**config.mk**
```make
export PLATFORM = sky130hd
export DESIGN_NAME = fma_nan_select
export DESIGN_NICKNAME = d
export VERILOG_FILES = /design/src/rtl/fma_nan_pkg.sv /design/src/rtl/fma_nan_cls_dec.sv /design/src/rtl/fma_nan_policy.sv /design/src/rtl/fma_nan_sticky.sv /design/src/rtl/fma_nan_select.sv
export SDC_FILE = /design/constraint.sdc
export NUM_CORES = 1
export LEC_CHECK = 0
export CAP_MARGIN = 10
export CORE_AREA = 5 5 42 44
export DETAILED_ROUTE_END_ITERATION = 8
export DIE_AREA = 0 0 47 49
export GPL_ROUTABILITY_DRIVEN = 0
export PLACE_DENSITY = 0.64
export SLEW_MARGIN = 5
export SYNTH_ARGS = -nofsm -noshare
export SYNTH_HDL_FRONTEND = slang
export SYNTH_HIERARCHICAL = 1
export SYNTH_SLANG_ARGS = --single-unit
```
**constraint.sdc**
```tcl
create_clock -name clk -period 3.4 [get_ports clk]
set_clock_uncertainty 0.1 [all_clocks]
set_input_delay 1.02 -clock clk [delete_from_list [all_inputs] [get_ports clk]]
set_output_delay 1.02 -clock clk [all_outputs]
set_load 0.01 [all_outputs]
```
**src/rtl/fma_nan_pkg.sv**
```systemverilog
package fma_nan_pkg;

    localparam int CLS_W  = 2;
    localparam int MODE_W = 3;
    localparam int SEL_W  = 2;
    localparam int N_OPS  = 3;

    typedef logic [CLS_W-1:0] cls_t;
    typedef logic [SEL_W-1:0] sel_t;

    localparam cls_t CLS_QUIET = 2'b01;
    localparam cls_t CLS_SIG   = 2'b10;

    localparam sel_t SEL_A   = 2'd0;
    localparam sel_t SEL_B   = 2'd1;
    localparam sel_t SEL_C   = 2'd2;
    localparam sel_t SEL_DEF = 2'd3;

    typedef enum logic [MODE_W-1:0] {
        POL_CFIRST  = 3'd0,
        POL_LEGACY  = 3'd1,
        POL_REVISED = 3'd2,
        POL_ANYNAN  = 3'd3,
        POL_CONFIG  = 3'd4
    } policy_e;

    typedef struct packed {
        logic inv;
        logic sticky;
    } flag_st_t;

endpackage

```
**src/rtl/fma_nan_cls_dec.sv**
```systemverilog
module fma_nan_cls_dec
    import fma_nan_pkg::*;
(
    input  cls_t cls_i,
    output logic quiet_o,
    output logic sig_o
);
    // the spare code 2'b11 decodes to neither kind of NaN
    always_comb begin
        quiet_o = (cls_i == CLS_QUIET);
        sig_o   = (cls_i == CLS_SIG);
    end
endmodule

```
**src/rtl/fma_nan_policy.sv**
```systemverilog
module fma_nan_policy
    import fma_nan_pkg::*;
(
    input  logic [N_OPS-1:0] quiet_i,   // index 0 = a, 1 = b, 2 = c
    input  logic [N_OPS-1:0] sig_i,
    input  logic             inf_zero_i,
    input  logic [MODE_W-1:0] mode_i,
    input  logic             first_nan_i,
    output sel_t             sel_o,
    output logic             inv_o
);
    logic [N_OPS-1:0] any_nan;
    policy_e          pol;

    always_comb begin
        any_nan = quiet_i | sig_i;
        pol     = policy_e'(mode_i);
        sel_o   = SEL_C;
        inv_o   = 1'b0;
        case (pol)
            POL_CFIRST: begin
                if (inf_zero_i && quiet_i[2]) begin
                    sel_o = SEL_DEF;
                    inv_o = 1'b1;
                end
                else if (sig_i[2])   sel_o = SEL_C;
                else if (sig_i[0])   sel_o = SEL_A;
                else if (sig_i[1])   sel_o = SEL_B;
                else if (quiet_i[2]) sel_o = SEL_C;
                else if (quiet_i[0]) sel_o = SEL_A;
                else                 sel_o = SEL_B;
            end
            POL_LEGACY: begin
                if (inf_zero_i) begin
                    sel_o = SEL_DEF;
                    inv_o = 1'b1;
                end
                else if (sig_i[0])   sel_o = SEL_A;
                else if (sig_i[1])   sel_o = SEL_B;
                else if (sig_i[2])   sel_o = SEL_C;
                else if (quiet_i[0]) sel_o = SEL_A;
                else if (quiet_i[1]) sel_o = SEL_B;
                else                 sel_o = SEL_C;
            end
            POL_REVISED: begin
                if (inf_zero_i) begin
                    sel_o = SEL_C;
                    inv_o = 1'b1;
                end
                else if (sig_i[2])   sel_o = SEL_C;
                else if (sig_i[0])   sel_o = SEL_A;
                else if (sig_i[1])   sel_o = SEL_B;
                else if (quiet_i[2]) sel_o = SEL_C;
                else if (quiet_i[0]) sel_o = SEL_A;
                else                 sel_o = SEL_B;
            end
            POL_ANYNAN: begin
                if (inf_zero_i) begin
                    sel_o = SEL_C;
                    inv_o = 1'b1;
                end
                else if (any_nan[0]) sel_o = SEL_A;
                else if (any_nan[2]) sel_o = SEL_C;
                else                 sel_o = SEL_B;
            end
            POL_CONFIG: begin
                if (inf_zero_i) begin
                    sel_o = SEL_C;
                    inv_o = 1'b1;
                end
                else if (first_nan_i) begin
                    if (any_nan[0])      sel_o = SEL_A;
                    else if (any_nan[1]) sel_o = SEL_B;
                    else                 sel_o = SEL_C;
                end
                else begin
                    if (any_nan[2])      sel_o = SEL_C;
                    else if (any_nan[1]) sel_o = SEL_B;
                    else                 sel_o = SEL_A;
                end
            end
            default: begin
                if (any_nan[0])      sel_o = SEL_A;
                else if (any_nan[1]) sel_o = SEL_B;
                else                 sel_o = SEL_C;
            end
        endcase
    end
endmodule

```
**src/rtl/fma_nan_sticky.sv**
```systemverilog
module fma_nan_sticky
    import fma_nan_pkg::*;
(
    input  logic clk,
    input  logic rst_n,
    input  logic inv_i,
    input  logic clr_i,
    output logic sticky_o
);
    flag_st_t st_d, st_q;

    always_comb begin
        st_d        = st_q;
        st_d.inv    = inv_i;
        // a pending registered event beats a clear in the same cycle
        st_d.sticky = (clr_i ? 1'b0 : st_q.sticky) | st_q.inv;
    end

    always_ff @(posedge clk or negedge rst_n) begin
        if (!rst_n) st_q <= '0;
        else        st_q <= st_d;
    end

    assign sticky_o = st_q.sticky;


    sticky_set_chk: assert property (@(posedge clk) disable iff (!rst_n)
        st_q.inv |=> st_q.sticky);

    sticky_clr_chk: assert property (@(posedge clk) disable iff (!rst_n)
        (clr_i && !st_q.inv) |=> !st_q.sticky);

    sticky_hold_chk: assert property (@(posedge clk) disable iff (!rst_n)
        (st_q.sticky && !clr_i) |=> st_q.sticky);
endmodule

```
**src/rtl/fma_nan_select.sv**
```systemverilog
module fma_nan_select
    import fma_nan_pkg::*;
(
    input  logic        clk,
    input  logic        rst_n,
    input  logic [1:0]  cls_a,
    input  logic [1:0]  cls_b,
    input  logic [1:0]  cls_c,
    input  logic        inf_zero,
    input  logic [2:0]  mode,
    input  logic        first_nan,
    input  logic        flag_clr,
    output logic [1:0]  sel,
    output logic        invalid_now,
    output logic        invalid_sticky
);
    cls_t             cls_all [N_OPS];
    logic [N_OPS-1:0] quiet_w;
    logic [N_OPS-1:0] sig_w;

    assign cls_all[0] = cls_a;
    assign cls_all[1] = cls_b;
    assign cls_all[2] = cls_c;

    for (genvar i = 0; i < N_OPS; i++) begin : g_dec
        fma_nan_cls_dec u_dec (
            .cls_i   (cls_all[i]),
            .quiet_o (quiet_w[i]),
            .sig_o   (sig_w[i])
        );
    end

    fma_nan_policy u_policy (
        .quiet_i     (quiet_w),
        .sig_i       (sig_w),
        .inf_zero_i  (inf_zero),
        .mode_i      (mode),
        .first_nan_i (first_nan),
        .sel_o       (sel),
        .inv_o       (invalid_now)
    );

    fma_nan_sticky u_sticky (
        .clk      (clk),
        .rst_n    (rst_n),
        .inv_i    (invalid_now),
        .clr_i    (flag_clr),
        .sticky_o (invalid_sticky)
    );


    fallback_noflag_chk: assert property (@(posedge clk) disable iff (!rst_n)
        (mode >= 3'd5) |-> !invalid_now);

    default_code_chk: assert property (@(posedge clk) disable iff (!rst_n)
        (sel == SEL_DEF) |-> (invalid_now && inf_zero && mode <= 3'd1));

    anynan_first_chk: assert property (@(posedge clk) disable iff (!rst_n)
        (mode == 3'd3 && !inf_zero && (quiet_w[0] || sig_w[0])) |-> (sel == SEL_A));
endmodule

```
==> run summary <==
- 0 — Antenna Cells
- sky130_fd_sc_hd__dfrtp_1 — area leader, netlist
- -0.934 ns — worst setup slack before clock tree synthesis
- sky130_fd_sc_hd__dfrtp_1 — prevailing post-synth register cell
- 2 — clock tree sinks
- 2 — deepest clock path buffer count
- 76.7% — normalized max-slew margin
- u_sticky/st_q[1]$_DFF_PN0_ — start point of the worst hold path
- flop to flop — Hold WC Path Type
- 541 — via count of the first global-routing pass
- 6 — number of synthesis warnings
- 1400 µm² — core box area
- 0 — max-capacitance violation count
- setup timing — violated checks
- 17 — port buffer count
- 2300 µm² — die area
- 533 — routed via count
- 4 — number of iterations in the first detailed-routing pass
- 0.343 nW — leakage power summed over all cells
- sky130_fd_sc_hd__dfrtp_1 (13%), sky130_fd_sc_hd__and2b_2 (6.8%), sky130_fd_sc_hd__a21o_1 (5.8%) — Synth area leaders
- 97 — non-filler cells in the finished layout
- 47 µm — die span in x
- 1 — Hold Path Depth
- 30 — number of unique standard cell types used by synthesis
- 11.7% — all-layer global routing usage
- 18 — IO Count
- 945 µm — post-detail-place hpwl
- 12.9% — share of synthesized area occupied by flip-flops and latches
- sky130_fd_sc_hd__nor2_1 — dominant cell by count in the synthesized netlist
- u_sticky/sticky_o$_DFF_PN0_ — endpoint of the most critical register-to-register path
- 27.6% — starting utilization of the core area
- 0.55 ns — Largest stage delay, worst path
- sky130_fd_sc_hd__or4_4 — standard cell with the maximum stage delay on the critical path
- 54 — post-synthesis instance total
- 51.7% — share of the core filled with cells in the final layout
- 49 µm — Die Ht
- 0 — initial antenna violation count
- 0.114 mW — internal power
- 0 — count of flip-flops with a built-in enable after synthesis
- 0.0524 mW — switching power of the nets
- 2 — post-synthesis register bit count
- 50.0 µm² — sequential cell area
- 369 µm² — area of the multi-input gates
- 0.0863 mV — peak ir drop on the vdd network
- 387 µm² — post-synthesis cell area
- 0 — number of buffers inserted for hold repair after clock tree synthesis
- yes — clock tree from TritonCTS
- 288 MHz — maximum clock rate
- 9 — number of DRC markers in iteration 0
- 53.3% — Combinational Power Share
- 30.4% — relative contribution of the clock network to total power
- 3 — clock buffers created by TritonCTS
- 2.28 ns — Data required, critical path
- output pin — category of the worst setup path capture point
- 2.35 ns — Worst Path Arrival
- 0.03 ns — Clk pin slew, worst setup/hold paths
- 3 — highest fanout seen on the critical path
- 102% — final period utilization
- 2 — count of endpoints failing setup in the final report
- input pin — kind of launch point of the worst setup path
- 12.9% — area share of the largest cell type after synthesis
- yes — RSZ-0062 raised after global routing
- sky130_fd_sc_hd__nor2_1 (5), sky130_fd_sc_hd__a21oi_1 (4), sky130_fd_sc_hd__nor3_1 (4) — Post-synth top cells
- 5.49 — post-DR vias/cell
- 230 nW/µm² — Pwr per Cell Area
- 0 — final-report max-slew violation count
- 0 — post-route DRC violation count
- 31.5% — switching power as a share of total power
- 68 — net count after synthesis
- 0.22 ns — Worst-Skew Late Latency
- 46.9% — share of post-route cells with drive strength above 1
- 13.3 µm — average wire length per cell after detail routing
- 14 — number of standard-cell rows in the floorplan
- 7.16 µm² — Avg Inst Size Synth
- 87.4% — signed area change from the synthesized netlist to the final layout
- -0.0754 ns — aggregate negative setup slack
- 1290 µm — Final Routed Wirelength
- 11 — pin count of the biggest net entering global routing
- 16.2% — power share of the sequential group
- 1 — worst r2r path cells
- 2090 µm — global-route wire length before repair
- 92 — Cell Count Post-Placement
- finished, violations left — outcome
- 0.349 ns — transition time of the tightest slew-check pin
- 2.66 ns — worst reg2reg setup slack
- u_sticky/sticky_o$_DFF_PN0_ — Crit Reg-Reg Startpoint
- 0 — residual antenna-violating net count after detailed routing
- 3.47 ns — Period minus WS final
- sky130_fd_sc_hd__clkbuf_4 — CTS Root Buffer Type
- 100% — share of flip-flops with an asynchronous set or reset
- -0.0715 ns — post-route worst setup slack
- buf_6 -> and2b_2 -> or4_4 -> and3_4 -> o31ai_2 -> buf_2 — crit path cell chain
- 627 µm² — post-placement cell area
- 0 — final hold vios
- 1 — Max H-tree Level
- u_sticky/sticky_o$_DFF_PN0_ — destination of the worst hold path
- 140 — Layout fillers
- 0 — gr ovfl total
- 724 µm² — total non-filler cell area in the finished layout
- 97 — post-layout net count
- input pin to output pin — kind of critical path
==> routing by layer <==
layer  vias up  track usage, %  routed length, µm
met4         0            4.15                  0
met1       253            12.4                476
met2        19            21.5                714
met5         -               0                  0
li1        261               -                  -
met3         0            1.85                100
==> power by group through the flow <==
stage | Sequential (mW) | Combinational (mW) | Clock [mW]
floorplan | 0.0278 | 0.0394 | 0
global placement | 0.0273 | 0.0800 | 0
detailed placement | 0.0274 | 0.0804 | 0
CTS | 0.0272 | 0.0857 | 0.0532
global route | 0.0273 | 0.0961 | 0.0573
finish | 0.0270 | 0.0888 | 0.0507
==> cell type report <==
type | count | area share, %
multi-input cells | 45 | 50.9
inverters | 3 | 1.55
repair buffers | 28 | 34.7
well taps | 16 | 2.76
clock buffers | 3 | 3.11
flip-flops and latches | 2 | 6.91
==> how the worst max path moves through the flow <==
| stage | start | endpoint | slack (ns) | depth (start not counted) |
|---|---|---|---|---|
| global placement | cls_b[0] | sel[1] | -0.92 | 6 |
| finish | cls_a[1] | sel[1] | -0.07 | 6 |
| detailed placement | cls_b[0] | sel[1] | -0.93 | 6 |
| floorplan | cls_b[0] | sel[1] | 0.02 | 4 |
| CTS | cls_a[1] | sel[1] | -0.07 | 6 |
| global route | cls_c[0] | sel[1] | -0.15 | 8 |
==> kinds of logic (layout without fill, tap and decap cells) <==
logic type	count (synthesis)	in the layout	synth area share [%]
DFF	2	2	12.9
and+or+nand+nor	21	21	33.7
buffers and inverters	7	34	7.44
AOI/OAI and AO/OA	24	24	46.0
==> critical path: cells and delay by family <==
family                 cells  cell delay, ns
buffers and inverters      2            0.25
and+or+nand+nor            3            0.93
AOI/OAI and AO/OA          1            0.15
==> cell usage in the layout (no fill, tap or decap), types with 3 or more instances in the layout <==
cell type / n
sky130_fd_sc_hd__clkdlybuf4s50_1: 3
sky130_fd_sc_hd__buf_2: 3
sky130_fd_sc_hd__inv_1: 3
sky130_fd_sc_hd__dlygate4sd2_1: 3
sky130_fd_sc_hd__buf_4: 9
sky130_fd_sc_hd__a21oi_1: 3
sky130_fd_sc_hd__nor3_1: 3
sky130_fd_sc_hd__buf_6: 6
sky130_fd_sc_hd__clkbuf_4: 3
sky130_fd_sc_hd__a21o_1: 3
sky130_fd_sc_hd__nor2_1: 4
==> per-stage QoR <==
step,hold WS (ns),total power [mW]
finish,0.335,0.166
CTS,0.352,0.166
detailed placement,0.345,0.108
global route,0.367,0.181
global placement,0.319,0.107
floorplan,0.304,0.0672
==> sequential cells by signal, summed over array words and instances (netlist names) <==
name,count
u_sticky/st_q,1
u_sticky/sticky_o,1
==> repair_timing <==
action	4_1_cts	5_1_grt
pin swaps	9	0
buffers inserted	2	0
endpoints found under the setup margin	3	2
gates resized for setup	50	6
Note: power is estimated with default switching activity, not from simulation.
